### config.mk
export PLATFORM = sky130hd
export DESIGN_NAME = fsweep_seq
export DESIGN_NICKNAME = d
export VERILOG_FILES = /design/src/rtl/fsweep_pkg.sv /design/src/rtl/fsweep_trig.sv /design/src/rtl/fsweep_step.sv /design/src/rtl/fsweep_ctrl.sv /design/src/rtl/fsweep_seq.sv
export SDC_FILE = /design/constraint.sdc
export NUM_CORES = 1
export LEC_CHECK = 0
export BUFFER_PORTS_ARGS = -buffer_cell sky130_fd_sc_hd__buf_2
export CAP_MARGIN = 10
export CORE_AREA = 2 2 134 123
export CTS_BUF_LIST = sky130_fd_sc_hd__clkbuf_4
export DETAILED_ROUTE_END_ITERATION = 10
export DIE_AREA = 0 0 136 125
export PLACE_DENSITY = 0.83
export SYNTH_ARGS = -nofsm -noshare
export SYNTH_HDL_FRONTEND = slang
export SYNTH_SLANG_ARGS = --single-unit
### constraint.sdc
create_clock -name clk -period 3.6 [get_ports clk]
set_input_delay 0.54 -clock clk [delete_from_list [all_inputs] [get_ports clk]]
set_output_delay 0.54 -clock clk [all_outputs]
set_load 0.01 [all_outputs]
### src/rtl/fsweep_pkg.sv
`timescale 1ns/1ps
package fsweep_pkg;
  typedef enum logic [2:0] {
    SW_OFF   = 3'd0,
    SW_HOLD  = 3'd1,
    SW_RAMP  = 3'd2,
    SW_SSTEP = 3'd3,
    SW_DWELL = 3'd4
  } sw_state_t;
endpackage

### src/rtl/fsweep_trig.sv
`timescale 1ns/1ps
module fsweep_trig (
  input  logic clk,
  input  logic rst_n,
  input  logic ext_sel,
  input  logic reg_trig,
  input  logic ext_trig,
  output logic trig
);
  logic sync1, sync2, prev;
  logic ext_rise;

  always_ff @(posedge clk or negedge rst_n) begin
    if (!rst_n) begin
      sync1 <= 1'b0;
      sync2 <= 1'b0;
      prev  <= 1'b0;
    end else begin
      sync1 <= ext_trig;
      sync2 <= sync1;
      prev  <= sync2;
    end
  end

  assign ext_rise = sync2 & ~prev;
  assign trig     = ext_sel ? ext_rise : reg_trig;

  AST_EXT_EDGE_ONCE: assert property (@(posedge clk) disable iff (!rst_n)
    ext_rise |=> !ext_rise);
endmodule

### src/rtl/fsweep_step.sv
`timescale 1ns/1ps
module fsweep_step #(
  parameter int WORD_W = 40,
  parameter int STEP_W = 24
) (
  input  logic [WORD_W-1:0] cur,
  input  logic [STEP_W-1:0] step,
  input  logic              down,
  output logic [WORD_W-1:0] nxt
);
  localparam int PAD = WORD_W - STEP_W;
  logic [WORD_W-1:0] wide;

  generate
    if (PAD > 0) begin : g_pad
      assign wide = {{PAD{1'b0}}, step};
    end else begin : g_nopad
      assign wide = step[WORD_W-1:0];
    end
  endgenerate

  assign nxt = down ? (cur - wide) : (cur + wide);
endmodule

### src/rtl/fsweep_ctrl.sv
`timescale 1ns/1ps
module fsweep_ctrl
  import fsweep_pkg::*;
#(
  parameter int WORD_W  = 40,
  parameter int CNT_W   = 16,
  parameter int DWELL_W = 16
) (
  input  logic               clk,
  input  logic               rst_n,
  input  logic               ref_tick,
  input  logic               trig,
  input  logic [WORD_W-1:0]  base_word,
  input  logic [WORD_W-1:0]  step_word,
  input  logic               ramp_en,
  input  logic               auto_repeat,
  input  logic               one_way,
  input  logic               single_step,
  input  logic               start_down,
  input  logic [CNT_W-1:0]   step_num,
  input  logic [DWELL_W-1:0] dwell_num,
  output logic [WORD_W-1:0]  word_q,
  output logic               dir_dn,
  output logic               busy,
  output logic               upd_q
);
  sw_state_t           state;
  logic [WORD_W-1:0]   start_q;
  logic                hop_pend;
  logic [CNT_W-1:0]    remain;
  logic [DWELL_W-1:0]  dwell_cnt;
  logic [CNT_W-1:0]    eff_n;

  sw_state_t           end_state;
  logic                end_dir;
  logic                end_hop;

  assign eff_n = (step_num == '0) ? CNT_W'(1) : step_num;

  // What happens once the last step of a sweep is taken
  always_comb begin
    if (auto_repeat) begin
      end_state = SW_DWELL;
      end_dir   = ~dir_dn;
      end_hop   = 1'b0;
    end else if (one_way) begin
      end_state = SW_HOLD;
      end_dir   = dir_dn;
      end_hop   = 1'b1;
    end else begin
      end_state = SW_HOLD;
      end_dir   = ~dir_dn;
      end_hop   = 1'b0;
    end
  end

  always_ff @(posedge clk or negedge rst_n) begin
    if (!rst_n) begin
      state     <= SW_OFF;
      word_q    <= '0;
      start_q   <= '0;
      dir_dn    <= 1'b0;
      hop_pend  <= 1'b0;
      remain    <= '0;
      dwell_cnt <= '0;
      upd_q     <= 1'b0;
    end else begin
      upd_q <= 1'b0;
      if (!ramp_en) begin
        state    <= SW_OFF;
        word_q   <= base_word;
        hop_pend <= 1'b0;
      end else begin
        case (state)
          SW_OFF: begin
            start_q  <= word_q;
            dir_dn   <= start_down;
            hop_pend <= 1'b0;
            if (auto_repeat) begin
              state  <= SW_RAMP;
              remain <= eff_n;
            end else begin
              state  <= SW_HOLD;
            end
          end
          SW_HOLD: begin
            if (trig) begin
              if (hop_pend) begin
                word_q   <= start_q;
                upd_q    <= 1'b1;
                hop_pend <= 1'b0;
              end else if (single_step) begin
                word_q <= step_word;
                upd_q  <= 1'b1;
                if (eff_n == CNT_W'(1)) begin
                  state     <= end_state;
                  dir_dn    <= end_dir;
                  hop_pend  <= end_hop;
                  dwell_cnt <= dwell_num;
                end else begin
                  state  <= SW_SSTEP;
                  remain <= eff_n - CNT_W'(1);
                end
              end else begin
                state  <= SW_RAMP;
                remain <= eff_n;
              end
            end
          end
          SW_RAMP: begin
            if (ref_tick) begin
              word_q <= step_word;
              upd_q  <= 1'b1;
              if (remain == CNT_W'(1)) begin
                state     <= end_state;
                dir_dn    <= end_dir;
                hop_pend  <= end_hop;
                dwell_cnt <= dwell_num;
              end else begin
                remain <= remain - CNT_W'(1);
              end
            end
          end
          SW_SSTEP: begin
            if (trig) begin
              word_q <= step_word;
              upd_q  <= 1'b1;
              if (remain == CNT_W'(1)) begin
                state     <= end_state;
                dir_dn    <= end_dir;
                hop_pend  <= end_hop;
                dwell_cnt <= dwell_num;
              end else begin
                remain <= remain - CNT_W'(1);
              end
            end
          end
          SW_DWELL: begin
            if (!auto_repeat) begin
              state <= SW_HOLD;
            end else if (ref_tick) begin
              if (dwell_cnt <= DWELL_W'(1)) begin
                state  <= SW_RAMP;
                remain <= eff_n;
              end else begin
                dwell_cnt <= dwell_cnt - DWELL_W'(1);
              end
            end
          end
          default: state <= SW_OFF;
        endcase
      end
    end
  end

  assign busy = (state == SW_RAMP) || (state == SW_SSTEP);

  AST_QUIET_WORD_STABLE: assert property (@(posedge clk) disable iff (!rst_n)
    (state != SW_OFF && $past(state) != SW_OFF && !upd_q) |-> $stable(word_q));

  AST_SWEEP_LEFT_NONZERO: assert property (@(posedge clk) disable iff (!rst_n)
    busy |-> (remain != '0));

  AST_RAMP_NOT_CUT: assert property (@(posedge clk) disable iff (!rst_n)
    ($past(state) == SW_RAMP && $past(remain) > CNT_W'(1) && $past(ramp_en))
      |-> (state == SW_RAMP));

  AST_OFF_NOT_BUSY: assert property (@(posedge clk) disable iff (!rst_n)
    !$past(ramp_en) |-> !busy);
endmodule

### src/rtl/fsweep_seq.sv
`timescale 1ns/1ps
module fsweep_seq #(
  parameter int INT_W   = 16,
  parameter int FRAC_W  = 24,
  parameter int CNT_W   = 16,
  parameter int DWELL_W = 16
) (
  input  logic                     clk,
  input  logic                     rst_n,
  input  logic                     ref_tick,
  input  logic [INT_W+FRAC_W-1:0]  base_word,
  input  logic                     ramp_en,
  input  logic                     auto_repeat,
  input  logic                     one_way,
  input  logic                     single_step,
  input  logic                     start_down,
  input  logic                     ext_sel,
  input  logic [FRAC_W-1:0]        step_val,
  input  logic [CNT_W-1:0]         step_num,
  input  logic [DWELL_W-1:0]       dwell_num,
  input  logic                     reg_trig,
  input  logic                     ext_trig,
  output logic [INT_W+FRAC_W-1:0]  freq_word,
  output logic                     busy,
  output logic                     word_upd
);
  localparam int WORD_W = INT_W + FRAC_W;

  logic              trig;
  logic              dir_dn;
  logic [WORD_W-1:0] step_word;
  logic [WORD_W-1:0] step_wide;

  fsweep_trig u_trig (
    .clk      (clk),
    .rst_n    (rst_n),
    .ext_sel  (ext_sel),
    .reg_trig (reg_trig),
    .ext_trig (ext_trig),
    .trig     (trig)
  );

  fsweep_step #(.WORD_W(WORD_W), .STEP_W(FRAC_W)) u_step (
    .cur  (freq_word),
    .step (step_val),
    .down (dir_dn),
    .nxt  (step_word)
  );

  fsweep_ctrl #(.WORD_W(WORD_W), .CNT_W(CNT_W), .DWELL_W(DWELL_W)) u_ctrl (
    .clk         (clk),
    .rst_n       (rst_n),
    .ref_tick    (ref_tick),
    .trig        (trig),
    .base_word   (base_word),
    .step_word   (step_word),
    .ramp_en     (ramp_en),
    .auto_repeat (auto_repeat),
    .one_way     (one_way),
    .single_step (single_step),
    .start_down  (start_down),
    .step_num    (step_num),
    .dwell_num   (dwell_num),
    .word_q      (freq_word),
    .dir_dn      (dir_dn),
    .busy        (busy),
    .upd_q       (word_upd)
  );

  assign step_wide = WORD_W'(step_val);

  AST_STEP_EXACT: assert property (@(posedge clk) disable iff (!rst_n)
    (word_upd && $past(busy)) |->
      (((freq_word - $past(freq_word)) == $past(step_wide)) ||
       (($past(freq_word) - freq_word) == $past(step_wide))));
endmodule

[Word level (Yosys, flattened, before mapping)]
Index checks and enable logic that the tools add are counted.
Cells by class
  mux-type cells: 75
  bitwise logic cells: 3
  $add $sub $neg: 5
  eq/ne operators: 27
  reductions and logical operators: 13
  order comparisons: 1
Operators with widths (count)
  two-way mux 16 bit: 22
  two-way mux 40 bit: 7
  one-hot mux 40 bit (3 select lines): 1
  one-hot mux 16 bit (5 select lines): 1
  one-hot mux 16 bit (4 select lines): 1
  subtractor 16 x 1 -> 16 bit, second input constant: 3
  adder 40 x 24 -> 40 bit: 1
  subtractor 40 x 24 -> 40 bit: 1
  two-way mux 3 bit: 12
  == test 16 x 1 -> 1 bit, second input constant: 2
  two-way mux 1 bit: 26
  AND reduction 11 bit: 2
  != test 2 bit, second input constant: 9
  <= comparator 16 x 1 -> 1 bit, second input constant: 1
  zero test 16 bit: 1
  != test 3 bit, second input constant: 5
  one-hot mux 3 bit (5 select lines): 1
  != test 4 x 3 -> 1 bit, second input constant: 2
  one-hot mux 1 bit (4 select lines): 2
  AND reduction 8 bit: 1
  nonzero test 4 bit: 2
  == test 3 x 2 -> 1 bit, second input constant: 2
  AND reduction 6 bit: 1
  != test 5 x 1 -> 1 bit, second input constant: 1
  15 further kinds: 17
Storage, ports and cells
  input bits: 107
  output and inout port bits: 42
  word-level logic and storage cells: 135
  register bits: 121

[Longest topological paths before layout]
  word-level depth: 9
  mapped depth: 18
  depth with buffers taken out: 17

[Cells and area by module]
A second synthesis with hierarchy kept.
Second synthesis, totals
  cell total of the unflattened synthesis: 1147
  area, all modules: 9844.4 µm²
Modules (own cells, without submodules)
  fsweep_ctrl: area an instance 6739.0 µm², cells an instance 707, seq. area each 2952.8 µm², instances 1
  fsweep_step: area an instance 3014.1 µm², cells an instance 434, seq. area each 0.0 µm², instances 1
  fsweep_trig: area an instance 91.3 µm², cells an instance 6, seq. area each 75.1 µm², instances 1

[Least setup slack after synthesis]
Ideal clock, no wire load.
  kind: input to register
  from: input step_val[8]
  to: register u_ctrl.word_q[34]
  path slack: -499 ps
  setup time: 137 ps
  stages on the path: 17
  path buffers: 1
  arrival time: 3962 ps
  data required time: 3463 ps
  path through: or4_1 nor2_1 nand2_1 nor2_1 a21oi_1 xnor2_1 ha_1 clkbuf_1 a21oi_1 o21ai_0 a41o_1 o41ai_1 a21oi_1 nor2_1 o21ai_0 xnor2_1 a21oi_1
Between the ends
  word-level cells in the longest chain between the ends: 7
  elaborated cells on any way between the ends: 10
  classes of those cells: 2 x add/sub; 8 x mux
Ends and longest elaborated chain
  from (decl): RTL line fsweep_seq.sv:18  | input logic [FRAC_W-1:0] step_val,
  adder 40 x 24 -> 40 bit / subtractor 40 x 24 -> 40 bit (equally long branches): RTL line fsweep_step.sv:22  | assign nxt = down ? (cur - wide) : (cur + wide);
  two-way mux 40 bit (*): RTL line fsweep_step.sv:22
  two-way mux 40 bit: RTL line fsweep_ctrl.sv:92  | end else if (single_step) begin
  two-way mux 40 bit: RTL line fsweep_ctrl.sv:88  | if (hop_pend) begin
  two-way mux 40 bit: RTL line fsweep_ctrl.sv:87  | if (trig) begin
  one-hot mux 40 bit (3 select lines) (*): RTL line fsweep_ctrl.sv:74  | case (state)
  two-way mux 40 bit (*): RTL line fsweep_ctrl.sv:69  | if (!ramp_en) begin
  to (signal assigned): RTL line fsweep_ctrl.sv:71  | word_q <= base_word;
  to (signal assigned): RTL line fsweep_ctrl.sv:89  | word_q <= start_q;
  to (signal assigned): RTL line fsweep_ctrl.sv:93  | word_q <= step_word;
  to (decl): RTL line fsweep_ctrl.sv:22  | output logic [WORD_W-1:0] word_q,
Every way passes the cells marked *; elsewhere a longest branch is shown, timed or not. The select of a mux whose other input is x is not followed.
A chain may end at the register's enable or synchronous reset.

[Worst setup path in the final report]
  from: input step_val[6]
  to: register u_ctrl.word_q[32]
Same word-level chain as after synthesis.

==> impl_metrics.py <==
metrics = {
    "critical_path": {
        "critPathKind": "input port to flop",
        "arrival_ps": 3880,
        "critPathLaunchType": "input port",
        "reg2reg_depth": 13,
        "cp_data_required_time_ps": 4020,
        "crit_fanout": 6,
        "crit_path_end_kind": "flop",
    },
    "hold_path": {
        "whs_path_depth": 1,
        "hp-class": "input port to flop",
    },
    "status": {
        "outcome": "complete, no violations",
    },
    "synthesis": {
        "netlist_top_cells_area": "dfrtp_1 (33%), ha_1 (6.2%), a21oi_1 (5.8%)",
        "syn_inst": 1114,
        "synth_nets": 1268,
        "yosysMostFrequentCell": "dfrtp_1",
        "yosys-top-cells-count": "dfrtp_1 (121), a21oi_1 (108), nand2_1 (100)",
        "synth_edf_count": 0,
        "synth_seq_area_share_pct": 32.7,
        "ys_ff_latch": 121,
        "avgSynthCellArea_sq_um": 8.30,
        "synthesis.area_sq_mm": 0.00925,
        "synth.distinct_cells": 70,
        "synth_ff_type": "dfrtp_1",
        "yosysTopAreaCell": "dfrtp_1",
        "synth_top_area_share_pct": 32.7,
        "ys_async_sr_fraction_pct": 100,
        "yosys_warnings": 0,
    },
    "placement": {
        "dpl.hpwl_microns": 20600,
        "portBuffers": 148,
        "post-place-ws_ps": -504,
        "placed_area_sq_mm": 0.0112,
        "place.gp.congestion": 0.955,
    },
    "power": {
        "power_frac_comb_pct": 67.8,
        "p_sw_share_pct": 45.1,
        "cellLeakagePower_nw": 5.34,
        "power_density_mw_per_mm2": 964,
        "p_seq_share_pct": 21.8,
        "power_switching_mw": 5.10,
        "intPower_mw": 6.20,
        "power_mw": 11.3,
        "ir_drop_mv": 0.594,
        "p_clk_share_pct": 10.4,
    },
    "clock_tree": {
        "cts_tree": "done",
        "clk_pin_slew_ps": 120,
        "cts_root_buffer": "clkbuf_4",
        "cts-htree-levels": 4,
        "cts_num_sinks": 121,
        "clockBufferDepth": 2,
        "numCtsBuffers": 17,
        "clk_latency_ps": 570,
    },
    "global_route": {
        "grt_pass1_vias": 9466,
        "grt-ovfl-total": 0,
        "grt_pass1_wl_microns": 46100,
        "grt_max_degree": 59,
        "track_usage_pct": 33.8,
        "grt_antenna_before_repair": 2,
    },
    "run": {
        "cap_violations": 0,
    },
    "timing": {
        "worstMarginPinSlew_ps": 1080,
        "max_slew_margin_pct": 28.3,
        "fin_setup_tns_ps": 0,
        "setup_ws_ps": 132,
        "period_share_pct": 96.3,
        "setup_viol": 0,
        "finalMaxSlewViolations": 0,
        "fmax_mhz": 288,
        "fin_crit_ps": 3470,
        "clock_skew_ps": 22.6,
        "finalHoldViolCount": 0,
    },
    "routing": {
        "drt_iter0_drc": 860,
        "vias_per_cell": 6.19,
        "routed_wl_microns": 28900,
        "dr.pass1.iters": 5,
        "vias": 9835,
        "drcViolationCount": 0,
        "wire_per_inst_microns": 18.2,
        "antenna_left": 0,
    },
    "layout": {
        "fin_area_sq_mm": 0.0117,
        "nNetsFinal": 1524,
        "syn2layout_area_growth_pct": 26.8,
        "final_util_pct": 74.5,
        "drive_gt1_share_pct": 30.0,
    },
    "die": {
        "fp.dieW_microns": 136,
        "start_util_pct": 58.8,
        "die_h_microns": 125,
        "die_area_sq_mm": 0.0170,
        "io_pins": 149,
        "rows": 44,
        "core_sq_mm": 0.0157,
    },
}
[what timing repair did]
| action | in CTS | in global routing |
|---|---|---|
| resized for setup | 0 | 28 |
| endpoints found under the setup margin | 0 | 18 |
| setup buffers | 0 | 5 |
| endpoints found under the hold margin | 38 | 0 |
| hold buffers | 1 | 0 |
[power groups by stage]
stage / combinational (mW) / clock, mW / sequential [mW]
2_1_floorplan: 4.73 / 0 / 2.35
3_3_place_gp: 7.09 / 0 / 2.43
3_5_place_dp: 7.25 / 0 / 2.45
4_1_cts: 7.32 / 1.19 / 2.44
5_1_grt: 8.36 / 1.25 / 2.53
6_report: 7.66 / 1.18 / 2.46
[registers in the layout, indices dropped and copies added (netlist names)]
name,cells
u_ctrl.dir_dn,1
u_trig.sync1,1
u_ctrl.upd_q,1
u_ctrl.state,3
u_ctrl.remain,16
u_ctrl.hop_pend,1
u_ctrl.dwell_cnt,16
u_ctrl.word_q,40
u_ctrl.start_q,40
u_trig.prev,1
u_trig.sync2,1
[cell families after synthesis]
logic type | after synthesis | share of synthesized area [%]
AOI/OAI and AO/OA | 383 | 26.8
xor gates and xnor gates | 64 | 6.06
adders and majority gates | 47 | 6.44
buffers and inverters | 110 | 4.60
DFF | 121 | 32.7
muxes | 45 | 5.42
and+or+nand+nor | 344 | 18.0
[cells in the final DEF, fill, tap and decap left out, types with 9 or more instances in the layout]
cell type  synthesis  layout
nand4_1            9       9
inv_1             46      46
xor2_1            19      19
a22o_1             9       9
a31oi_1           16      16
nand2b_1          12      12
a211oi_1          12      11
or3_1             12      11
a21oi_1          108     104
o21ai_0           86      80
clkbuf_4           0      20
nor4_1            15      11
nand3_1           16      16
xnor2_1           45      45
o21ai_1            5      11
o211ai_1          30      30
ha_1              46      45
nand2_1          100      98
buf_2              1     147
o221ai_1          12      11
mux2_2            41      41
a21o_1            23      23
nor3_1            38      37
dfrtp_1          121     120
nor2_1            88      83
and3_1            11      11
buf_4              1     151
[worst max-delay path, stage by stage]
cell and delay (ps):
buf_2 110, or4_4 570, nor2_4 170, buf_4 140, a21oi_1 60, xnor2_1 130
ha_1 350, a21oi_1 230, o21ai_0 180, a41o_1 320, o41ai_4 400, nor2b_4 230
nand2b_1 130, o21ai_1 70, xnor2_1 150, o21ai_0 100
[layer usage]
layer / track usage, % / share of wire [%]
met1: 45.8 / 43
met2: 53.9 / 47
met3: 6.81 / 7.8
met4: 11.6 / 2.6
met5: 0 / 0
[worst paths after layout]
check / from / end / slack (ps)
hold / removal: ext_trig / u_trig.sync1 / 70
setup / recovery: step_val[6] / u_ctrl.word_q[32] / 130
min in group asynchronous: rst_n / u_ctrl.word_q[13] / 490
setup reg to reg: u_ctrl.dir_dn / u_ctrl.word_q[15] / 270
max in group asynchronous: rst_n / u_ctrl.word_q[31] / 2280
hold reg to reg: u_trig.sync2 / u_trig.prev / 360
[per-stage QoR]
stage	hold slack (ps)	cells
floorplan	244	1114
global placement	336	1552
detailed placement	339	1552
CTS	42.7	1583
global route	43.6	1589
finish	69.0	1590
[cell type report]
cell class | count | area [sq um]
inverters | 46 | 173
repair buffers | 301 | 1910
clock buffers | 20 | 150
flip-flops and latches | 121 | 3030
diodes | 2 | 5.00
multi-input cells | 883 | 6020
fillers | 1195 | 4020
well taps | 207 | 259
clock inverters | 10 | 176
Power figures use the tool's default switching activity.
